==> src/rtl/prc_pkg.sv <==
package prc_pkg;
  localparam int BUS_W   = 32;
  localparam int LINE_W  = 128;
  localparam int AWR_W   = 64;
  localparam int LINE_BY = LINE_W / 8;
  localparam int OFF_W   = $clog2(LINE_BY);

  typedef enum logic [1:0] {
    SZ_BYTE = 2'd0,
    SZ_HALF = 2'd1,
    SZ_WORD = 2'd2,
    SZ_RSVD = 2'd3
  } xfer_size_e;

  typedef enum logic [1:0] {
    ST_IDLE  = 2'd0,
    ST_FETCH = 2'd1,
    ST_PREF  = 2'd2,
    ST_WRITE = 2'd3
  } ctl_state_e;

  // true when the access leaves its aligned 32-bit word or uses the reserved size
  function automatic logic spans_word(input logic [1:0] lo, input logic [1:0] sz);
    logic [2:0] last;
    last = {1'b0, lo} + (3'd1 << sz);
    return (sz == 2'd3) || (last > 3'd4);
  endfunction

  function automatic logic [BUS_W-1:0] pick_bytes(input logic [LINE_W-1:0] line,
                                                   input logic [OFF_W-1:0] off,
                                                   input logic [1:0] sz);
    logic [BUS_W-1:0] word;
    logic [BUS_W-1:0] sh;
    word = line[BUS_W*off[OFF_W-1:2] +: BUS_W];
    sh   = word >> {off[1:0], 3'b000};
    case (sz)
      2'd0:    return {24'h0, sh[7:0]};
      2'd1:    return {16'h0, sh[15:0]};
      default: return sh;
    endcase
  endfunction
endpackage

==> src/rtl/prc_lru.sv <==
module prc_lru #(
  parameter int N = 4,
  localparam int RW = (N > 1) ? $clog2(N) : 1
) (
  input  logic          clk,
  input  logic          rst,
  input  logic          touch_en,
  input  logic [RW-1:0] touch_idx,
  output logic [RW-1:0] lru_idx
);
  logic [RW-1:0] rank [N];
  logic [N-1:0]  is_old;

  always_ff @(posedge clk) begin
    if (rst) begin
      for (int i = 0; i < N; i++) rank[i] <= RW'(i);
    end else if (touch_en) begin
      for (int i = 0; i < N; i++) begin
        if (RW'(i) == touch_idx)             rank[i] <= '0;
        else if (rank[i] < rank[touch_idx])  rank[i] <= rank[i] + RW'(1);
      end
    end
  end

  always_comb begin
    lru_idx = '0;
    for (int i = 0; i < N; i++) begin
      is_old[i] = (rank[i] == RW'(N - 1));
      if (is_old[i]) lru_idx = RW'(i);
    end
  end


  lru_single_chk: assert property (@(posedge clk) disable iff (rst)
    $countones(is_old) == 1);

  generate
    if (N > 1) begin : g_touch_chk

      lru_touch_chk: assert property (@(posedge clk) disable iff (rst)
        touch_en |=> lru_idx != $past(touch_idx));
    end
  endgenerate
endmodule

==> src/rtl/prc_tagset.sv <==
module prc_tagset #(
  parameter int N    = 4,
  parameter int PG_W = 12,
  localparam int IW  = (N > 1) ? $clog2(N) : 1
) (
  input  logic            clk,
  input  logic            rst,
  input  logic [PG_W-1:0] q0_page,
  output logic            q0_hit,
  output logic [IW-1:0]   q0_idx,
  input  logic [PG_W-1:0] q1_page,
  output logic            q1_hit,
  output logic [IW-1:0]   q1_idx,
  input  logic            fill_en,
  input  logic [IW-1:0]   fill_idx,
  input  logic [PG_W-1:0] fill_page,
  input  logic            inv_en,
  input  logic [IW-1:0]   inv_idx,
  output logic [N-1:0]    valid_o
);
  logic [PG_W-1:0] tag [N];
  logic [N-1:0]    vld;
  logic [N-1:0]    m0, m1;

  always_ff @(posedge clk) begin
    if (rst) begin
      vld <= '0;
      for (int i = 0; i < N; i++) tag[i] <= '0;
    end else begin
      if (fill_en) begin
        vld[fill_idx] <= 1'b1;
        tag[fill_idx] <= fill_page;
      end
      if (inv_en) vld[inv_idx] <= 1'b0;
    end
  end

  genvar g;
  generate
    for (g = 0; g < N; g++) begin : g_cmp
      assign m0[g] = vld[g] && (tag[g] == q0_page);
      assign m1[g] = vld[g] && (tag[g] == q1_page);
    end
  endgenerate

  always_comb begin
    q0_idx = '0;
    q1_idx = '0;
    for (int i = N - 1; i >= 0; i--) begin
      if (m0[i]) q0_idx = IW'(i);
      if (m1[i]) q1_idx = IW'(i);
    end
  end

  assign q0_hit  = |m0;
  assign q1_hit  = |m1;
  assign valid_o = vld;

  logic dup;
  always_comb begin
    dup = 1'b0;
    for (int i = 0; i < N; i++)
      for (int j = i + 1; j < N; j++)
        if (vld[i] && vld[j] && (tag[i] == tag[j])) dup = 1'b1;
  end


  no_dup_tag_chk: assert property (@(posedge clk) disable iff (rst) !dup);
endmodule

==> src/rtl/prc_linemem.sv <==
module prc_linemem #(
  parameter int N  = 4,
  parameter int W  = 128,
  localparam int IW = (N > 1) ? $clog2(N) : 1
) (
  input  logic          clk,
  input  logic          we,
  input  logic [IW-1:0] waddr,
  input  logic [W-1:0]  wdata,
  input  logic [IW-1:0] raddr,
  output logic [W-1:0]  rdata
);
  logic [W-1:0] mem [N];

  always_ff @(posedge clk) begin
    if (we) mem[waddr] <= wdata;
  end

  assign rdata = mem[raddr];
endmodule

==> src/rtl/page_read_cache.sv <==
module page_read_cache
  import prc_pkg::*;
#(
  parameter int AW   = 16,
  parameter int NENT = 4,
  localparam int PG_W = AW - OFF_W,
  localparam int DW_W = AW - 3,
  localparam int IW   = (NENT > 1) ? $clog2(NENT) : 1
) (
  input  logic              clk,
  input  logic              rst,
  input  logic              cfg_buf_en,
  input  logic              cfg_pf_en,
  input  logic              req_valid,
  output logic              req_ready,
  input  logic              req_write,
  input  logic [1:0]        req_size,
  input  logic [AW-1:0]     req_addr,
  input  logic [BUS_W-1:0]  req_wdata,
  output logic              rsp_valid,
  output logic [BUS_W-1:0]  rsp_rdata,
  output logic              rsp_err,
  output logic              arr_rd_req,
  output logic [PG_W-1:0]   arr_rd_page,
  input  logic              arr_rd_ack,
  input  logic [LINE_W-1:0] arr_rd_line,
  output logic              arr_wr_req,
  output logic [DW_W-1:0]   arr_wr_dw,
  output logic [AWR_W-1:0]  arr_wr_data,
  output logic [7:0]        arr_wr_be,
  input  logic              arr_wr_ack
);
  ctl_state_e        state;
  logic [AW-1:0]     cur_addr;
  logic [1:0]        cur_size;
  logic [PG_W-1:0]   pf_page;
  logic [BUS_W-1:0]  wlatch;

  logic              acc, rd_bad, wr_ok;
  logic [PG_W-1:0]   cur_page, nxt_page;
  logic              q0_hit, q1_hit;
  logic [IW-1:0]     q0_idx, q1_idx, lru_idx, vic;
  logic [NENT-1:0]   valid;
  logic              fill_en, touch_en, inv_en, pf_go, hit_rd;
  logic [IW-1:0]     touch_idx;
  logic [PG_W-1:0]   fill_page;
  logic [LINE_W-1:0] ram_q;

  assign req_ready = (state == ST_IDLE);
  assign acc       = req_valid && req_ready;
  assign rd_bad    = spans_word(req_addr[1:0], req_size);
  assign wr_ok     = (req_size == SZ_WORD) && (req_addr[1:0] == 2'b00);
  assign cur_page  = cur_addr[AW-1:OFF_W];
  assign nxt_page  = cur_page + PG_W'(1);
  assign hit_rd    = acc && !req_write && !rd_bad && cfg_buf_en && q0_hit;

  // victim: lowest invalid buffer, else the least recently used
  always_comb begin
    vic = lru_idx;
    for (int i = NENT - 1; i >= 0; i--)
      if (!valid[i]) vic = IW'(i);
  end

  assign fill_en   = arr_rd_ack && cfg_buf_en && (state == ST_FETCH || state == ST_PREF);
  assign fill_page = (state == ST_PREF) ? pf_page : cur_page;
  assign touch_en  = fill_en || hit_rd;
  assign touch_idx = fill_en ? vic : q0_idx;
  assign inv_en    = acc && req_write && wr_ok && q0_hit;
  assign pf_go     = cfg_buf_en && cfg_pf_en && !(q1_hit && (q1_idx != vic));

  prc_tagset #(.N(NENT), .PG_W(PG_W)) u_tags (
    .clk       (clk),
    .rst       (rst),
    .q0_page   (req_addr[AW-1:OFF_W]),
    .q0_hit    (q0_hit),
    .q0_idx    (q0_idx),
    .q1_page   (nxt_page),
    .q1_hit    (q1_hit),
    .q1_idx    (q1_idx),
    .fill_en   (fill_en),
    .fill_idx  (vic),
    .fill_page (fill_page),
    .inv_en    (inv_en),
    .inv_idx   (q0_idx),
    .valid_o   (valid)
  );

  prc_lru #(.N(NENT)) u_lru (
    .clk       (clk),
    .rst       (rst),
    .touch_en  (touch_en),
    .touch_idx (touch_idx),
    .lru_idx   (lru_idx)
  );

  prc_linemem #(.N(NENT), .W(LINE_W)) u_mem (
    .clk   (clk),
    .we    (fill_en),
    .waddr (vic),
    .wdata (arr_rd_line),
    .raddr (q0_idx),
    .rdata (ram_q)
  );

  always_ff @(posedge clk) begin
    if (rst) begin
      state     <= ST_IDLE;
      cur_addr  <= '0;
      cur_size  <= '0;
      pf_page   <= '0;
      wlatch    <= '0;
      rsp_valid <= 1'b0;
      rsp_rdata <= '0;
      rsp_err   <= 1'b0;
    end else begin
      rsp_valid <= 1'b0;
      case (state)
        ST_IDLE: begin
          if (req_valid) begin
            cur_addr <= req_addr;
            cur_size <= req_size;
            wlatch   <= req_wdata;
            if (req_write) begin
              if (wr_ok) begin
                state <= ST_WRITE;
              end else begin
                rsp_valid <= 1'b1;
                rsp_err   <= 1'b1;
                rsp_rdata <= '0;
              end
            end else if (rd_bad) begin
              rsp_valid <= 1'b1;
              rsp_err   <= 1'b1;
              rsp_rdata <= '0;
            end else if (cfg_buf_en && q0_hit) begin
              rsp_valid <= 1'b1;
              rsp_err   <= 1'b0;
              rsp_rdata <= pick_bytes(ram_q, req_addr[OFF_W-1:0], req_size);
            end else begin
              state <= ST_FETCH;
            end
          end
        end
        ST_FETCH: begin
          if (arr_rd_ack) begin
            rsp_valid <= 1'b1;
            rsp_err   <= 1'b0;
            rsp_rdata <= pick_bytes(arr_rd_line, cur_addr[OFF_W-1:0], cur_size);
            if (pf_go) begin
              pf_page <= nxt_page;
              state   <= ST_PREF;
            end else begin
              state   <= ST_IDLE;
            end
          end
        end
        ST_PREF: begin
          if (arr_rd_ack) state <= ST_IDLE;
        end
        ST_WRITE: begin
          if (arr_wr_ack) begin
            rsp_valid <= 1'b1;
            rsp_err   <= 1'b0;
            rsp_rdata <= '0;
            state     <= ST_IDLE;
          end
        end
        default: state <= ST_IDLE;
      endcase
    end
  end

  assign arr_rd_req  = (state == ST_FETCH) || (state == ST_PREF);
  assign arr_rd_page = (state == ST_PREF) ? pf_page : cur_page;
  assign arr_wr_req  = (state == ST_WRITE);
  assign arr_wr_dw   = cur_addr[AW-1:3];
  assign arr_wr_data = {wlatch, wlatch};
  assign arr_wr_be   = cur_addr[2] ? 8'hF0 : 8'h0F;


  hit_zero_wait_chk: assert property (@(posedge clk) disable iff (rst)
    hit_rd |=> rsp_valid && !rsp_err && !arr_rd_req);


  bad_read_chk: assert property (@(posedge clk) disable iff (rst)
    (acc && !req_write && rd_bad) |=> rsp_valid && rsp_err && !arr_rd_req);


  bad_write_chk: assert property (@(posedge clk) disable iff (rst)
    (acc && req_write && !wr_ok) |=> rsp_valid && rsp_err && !arr_wr_req);


  rw_excl_chk: assert property (@(posedge clk) disable iff (rst)
    !(arr_rd_req && arr_wr_req));


  write_inval_chk: assert property (@(posedge clk) disable iff (rst)
    inv_en |=> !valid[$past(q0_idx)]);


  pf_next_chk: assert property (@(posedge clk) disable iff (rst)
    (state == ST_FETCH && arr_rd_ack && cfg_buf_en && cfg_pf_en && !q1_hit)
      |=> arr_rd_req && (arr_rd_page == $past(nxt_page)));


  nobuf_array_chk: assert property (@(posedge clk) disable iff (rst)
    (acc && !req_write && !rd_bad && !cfg_buf_en) |=> arr_rd_req);
endmodule

==> config.mk <==
export PLATFORM = sky130hd
export DESIGN_NAME = page_read_cache
export DESIGN_NICKNAME = d
export VERILOG_FILES = /design/src/rtl/prc_pkg.sv /design/src/rtl/prc_lru.sv /design/src/rtl/prc_tagset.sv /design/src/rtl/prc_linemem.sv /design/src/rtl/page_read_cache.sv
export SDC_FILE = /design/constraint.sdc
export NUM_CORES = 1
export LEC_CHECK = 0
export BUFFER_PORTS_ARGS = -buffer_cell sky130_fd_sc_hd__buf_2
export CAP_MARGIN = 25
export CELL_PAD_IN_SITES_DETAIL_PLACEMENT = 1
export CELL_PAD_IN_SITES_GLOBAL_PLACEMENT = 1
export CORE_AREA = 5 5 185 365
export DETAILED_ROUTE_END_ITERATION = 6
export DIE_AREA = 0 0 190 370
export PLACE_DENSITY_LB_ADDON = 0.1
export SKIP_LAST_GASP = 1
export SLEW_MARGIN = 20
export SYNTH_ARGS = -nofsm -noshare
export SYNTH_HDL_FRONTEND = slang
export SYNTH_SLANG_ARGS = --single-unit
==> constraint.sdc <==
create_clock -name clk -period 14 [get_ports clk]
set_clock_uncertainty 0.05 [all_clocks]
set_input_delay 1.4 -clock clk [delete_from_list [all_inputs] [get_ports clk]]
set_output_delay 1.4 -clock clk [all_outputs]
set_load 0.02 [all_outputs]
==> reports/results.tsv <==
metric	value	unit
outcome	finished, final reports clean	
detail_route.vias_per_cell	6.41	
p_total	4.82	mW
first_pass_iters	5	
max_freq	168	MHz
cts_setup_buffers	0	
yosysWarnings	0	
ys.flop_type	edfxtp_1	
fin_nets	2850	
grt_pass1_vias	24251	
ctsResizeCount	0	
die_w	190	um
yosys_register_bits	670	
synth.net_count	2653	
cp.required	14.50	ns
drt_wl_total	114	mm
fin_crit	5.96	ns
place_ws	7.45	ns
drv_slew	0	
syn_inst	2457	
num_vias	22968	
clock_sinks	670	
setup_ws	8.04	ns
row_count	132	
rsz0062_at_grt	no	
power.leakage	11.8	nW
cts_max_level	2	
finalCritPeriodShare	42.6	%
crit_type	in -> reg	
ant_nets	0	
max-vdd-ir-drop	0.123	mV
worstSetupStartpointType	input pin	
path_clk_slew	0.07	ns
ctsLongestPathBuffers	3	
arrival	6.46	ns
grt_usage	31.5	%
io_pins	320	
ys_seq_area_share	62.7	%
cts_buffers	59	
area_delta_synth_final	13.3	%
die_area	70300	um2
max-slew-margin-rel	30.8	%
syn_area	30400	um2
final.setup.tns	0	ns
holdCritPathClass	reg -> reg	
route.detailed.drc	0	
crit_fanout	33	
ctsHoldBuffers	0	
port_buffers	319	
hpwl	78.4	mm
die_h	370	um
grt_pass1_wl	164	mm
cts_root_buf	clkbuf_16	
cp-end-kind	register	
power_density	140	nW/um2
overflow	0	
drive_above_1_share	20.8	%
start_util	47.1	%
drt_iter0_markers	1788	
clock_latency	0.63	ns
core	64600	um2
syn_avg_cell_area	12.4	um2
finalHoldViolCount	0	
setup_viol_count_final	0	
tritoncts	built	
maxCapViolCount	0	
synth-async-reset-ratio	0	%
nFillCells	6589	
synth_edf_count	568	
synthDistinctLibCells	88	
tightestPinTransition	1.04	ns
antenna_found_initial	13	
grt_max_degree	129	
detail_route.wl_per_cell	31.7	um
place_congestion	1.01	
-- critical path: stages --
cell	delay (ns)
buf_2	0.18
xnor2_1	0.32
nand4_1	0.23
or4_2	1.15
nand4_1	0.94
buf_4	0.40
nor2_1	0.06
or3_1	0.30
a31oi_1	0.75
o211ai_1	0.22
or2_0	0.27
a211oi_1	0.18
-- state kept, by name, indices dropped and copies added (netlist names) --
signal          count
state               2
rsp_valid           1
u_tags.tag         48
rsp_rdata          32
cur_addr           16
pf_page            12
u_tags.valid_o      4
rsp_err             1
u_mem.mem         512
cur_size            2
u_lru.rank          8
wlatch             32
-- stage by stage --
step | cells | cell area, um2 | hold slack, ns | utilization, %
after global routing | 3576 | 34500 | 0.449 | 53.4
after floorplan | 2457 | 30400 | 0.386 | -
after detailed placement | 3464 | 32500 | 0.402 | 50.3
after global placement | 3463 | 32500 | 0.393 | 50.3
final | 3583 | 34500 | 0.411 | 53.4
after CTS | 3575 | 34500 | 0.411 | 53.4
-- cell type report --
type / count / area (um2) / area share, %
diodes: 8 / 20.0 / 0.0580
multi-input cells: 1515 / 10200 / 29.4
repair buffers: 371 / 2000 / 5.80
inverters: 37 / 139 / 0.403
clock buffers: 73 / 1560 / 4.52
clock inverters: 38 / 428 / 1.24
flip-flops and latches: 670 / 19100 / 55.4
well taps: 871 / 1090 / 3.16
-- per-layer routing --
layer / routed length (um) / vias up / global-route usage (%) / share of wire, %
li1: - / 9843 / - / -
met1: 38600 / 11780 / 34.6 / 34
met3: 7140 / 300 / 4.30 / 6.3
met5: 55 / - / 0 / 0.048
met2: 59200 / 1037 / 56.8 / 52
met4: 8700 / 8 / 19.7 / 7.6
-- cells in the final DEF, fill, tap and decap left out, types with 11 or more instances in the layout --
cell type    n
clkbuf_16   60
dfxtp_1    100
a221oi_1    27
nand2_1    154
mux2i_1     48
nor2b_1     12
o22ai_1     88
xor2_1      20
xnor3_1     12
clkbuf_1    12
xnor2_1     68
o221ai_1    72
or2_2       16
nand2b_1    16
o211ai_1    41
nand3_1     43
o21a_1      11
buf_4       52
edfxtp_1   568
o21ai_0    104
inv_1       35
o221a_2     15
nand4_1     21
or3_1       32
a21oi_1    137
a211oi_1    23
and3_1      13
a31oi_1     14
buf_2      318
nor2_1     205
clkinv_1    11
nor3_1     105
nor4_1      19
mux4_2      32
clkinv_2    14
-- power by group --
part | leakage [nW] | total [mW] | internal [mW] | switching [mW]
logic | 4.83 | 0.756 | 0.249 | 0.507
clock network | 0.978 | 1.71 | 0.958 | 0.754
registers | 6.01 | 2.35 | 2.26 | 0.0930
total | 11.8 | 4.82 | 3.46 | 1.35
-- cell families after synthesis --
family                     after synthesis  share of synthesized area, %
DFF                                    670                          62.7
muxes                                   89                          4.29
buffers and inverters                  272                          4.18
xor gates and xnor gates               100                          3.42
and+or+nand+nor                        688                          10.8
AOI/OAI and AO/OA                      627                          14.1
adders and majority gates               11                         0.469
-- synthesized netlist by cell type (8+ instances only) --
| library cell | n | area (um2) |
|---|---|---|
| nand3_1 | 44 | 220 |
| buf_4 | 55 | 413 |
| nor2b_1 | 12 | 75.1 |
| o22ai_1 | 88 | 551 |
| mux2i_1 | 48 | 480 |
| clkbuf_1 | 137 | 514 |
| nor3_1 | 107 | 536 |
| and4_1 | 9 | 78.8 |
| nor2_1 | 206 | 773 |
| and3_1 | 16 | 100 |
| a211o_1 | 8 | 70.1 |
| o221a_2 | 15 | 169 |
| nor4_1 | 22 | 138 |
| mux2_2 | 8 | 90.1 |
| xor2_1 | 20 | 175 |
| a31oi_1 | 14 | 87.6 |
| inv_1 | 35 | 131 |
| ha_1 | 9 | 113 |
| o221ai_1 | 72 | 631 |
| nand4_1 | 21 | 131 |
| xnor3_1 | 12 | 270 |
| a211oi_1 | 23 | 173 |
| buf_1 | 22 | 82.6 |
| o21a_1 | 11 | 82.6 |
| dfxtp_1 | 102 | 2040 |
| o311ai_0 | 9 | 78.8 |
| or2_2 | 16 | 100 |
| o211ai_1 | 41 | 308 |
| a21o_1 | 9 | 67.6 |
| mux4_2 | 32 | 721 |
| o21ai_0 | 104 | 521 |
| xnor2_1 | 68 | 596 |
| a221oi_1 | 27 | 236 |
| edfxtp_1 | 568 | 17100 |
| buf_2 | 18 | 90.1 |
| or3_1 | 32 | 200 |
| a22oi_1 | 8 | 60.1 |
| nand2b_1 | 16 | 100 |
| a21oi_1 | 137 | 686 |
| nand2_1 | 156 | 586 |
-- worst paths after layout --
| check | from | endpoint | slack (ns) | cells past startpoint |
|---|---|---|---|---|
| worst min register to register | pf_page[0] | pf_page[0] | 0.41 | 2 |
| worst max register to register | u_tags.tag[0][10] | rsp_rdata[13] | 8.43 | 11 |
| worst min-delay path | pf_page[0] | pf_page[0] | 0.41 | 2 |
| worst max-delay path | req_addr[14] | rsp_rdata[13] | 8.04 | 12 |
Note: power is estimated with default switching activity, not from simulation.
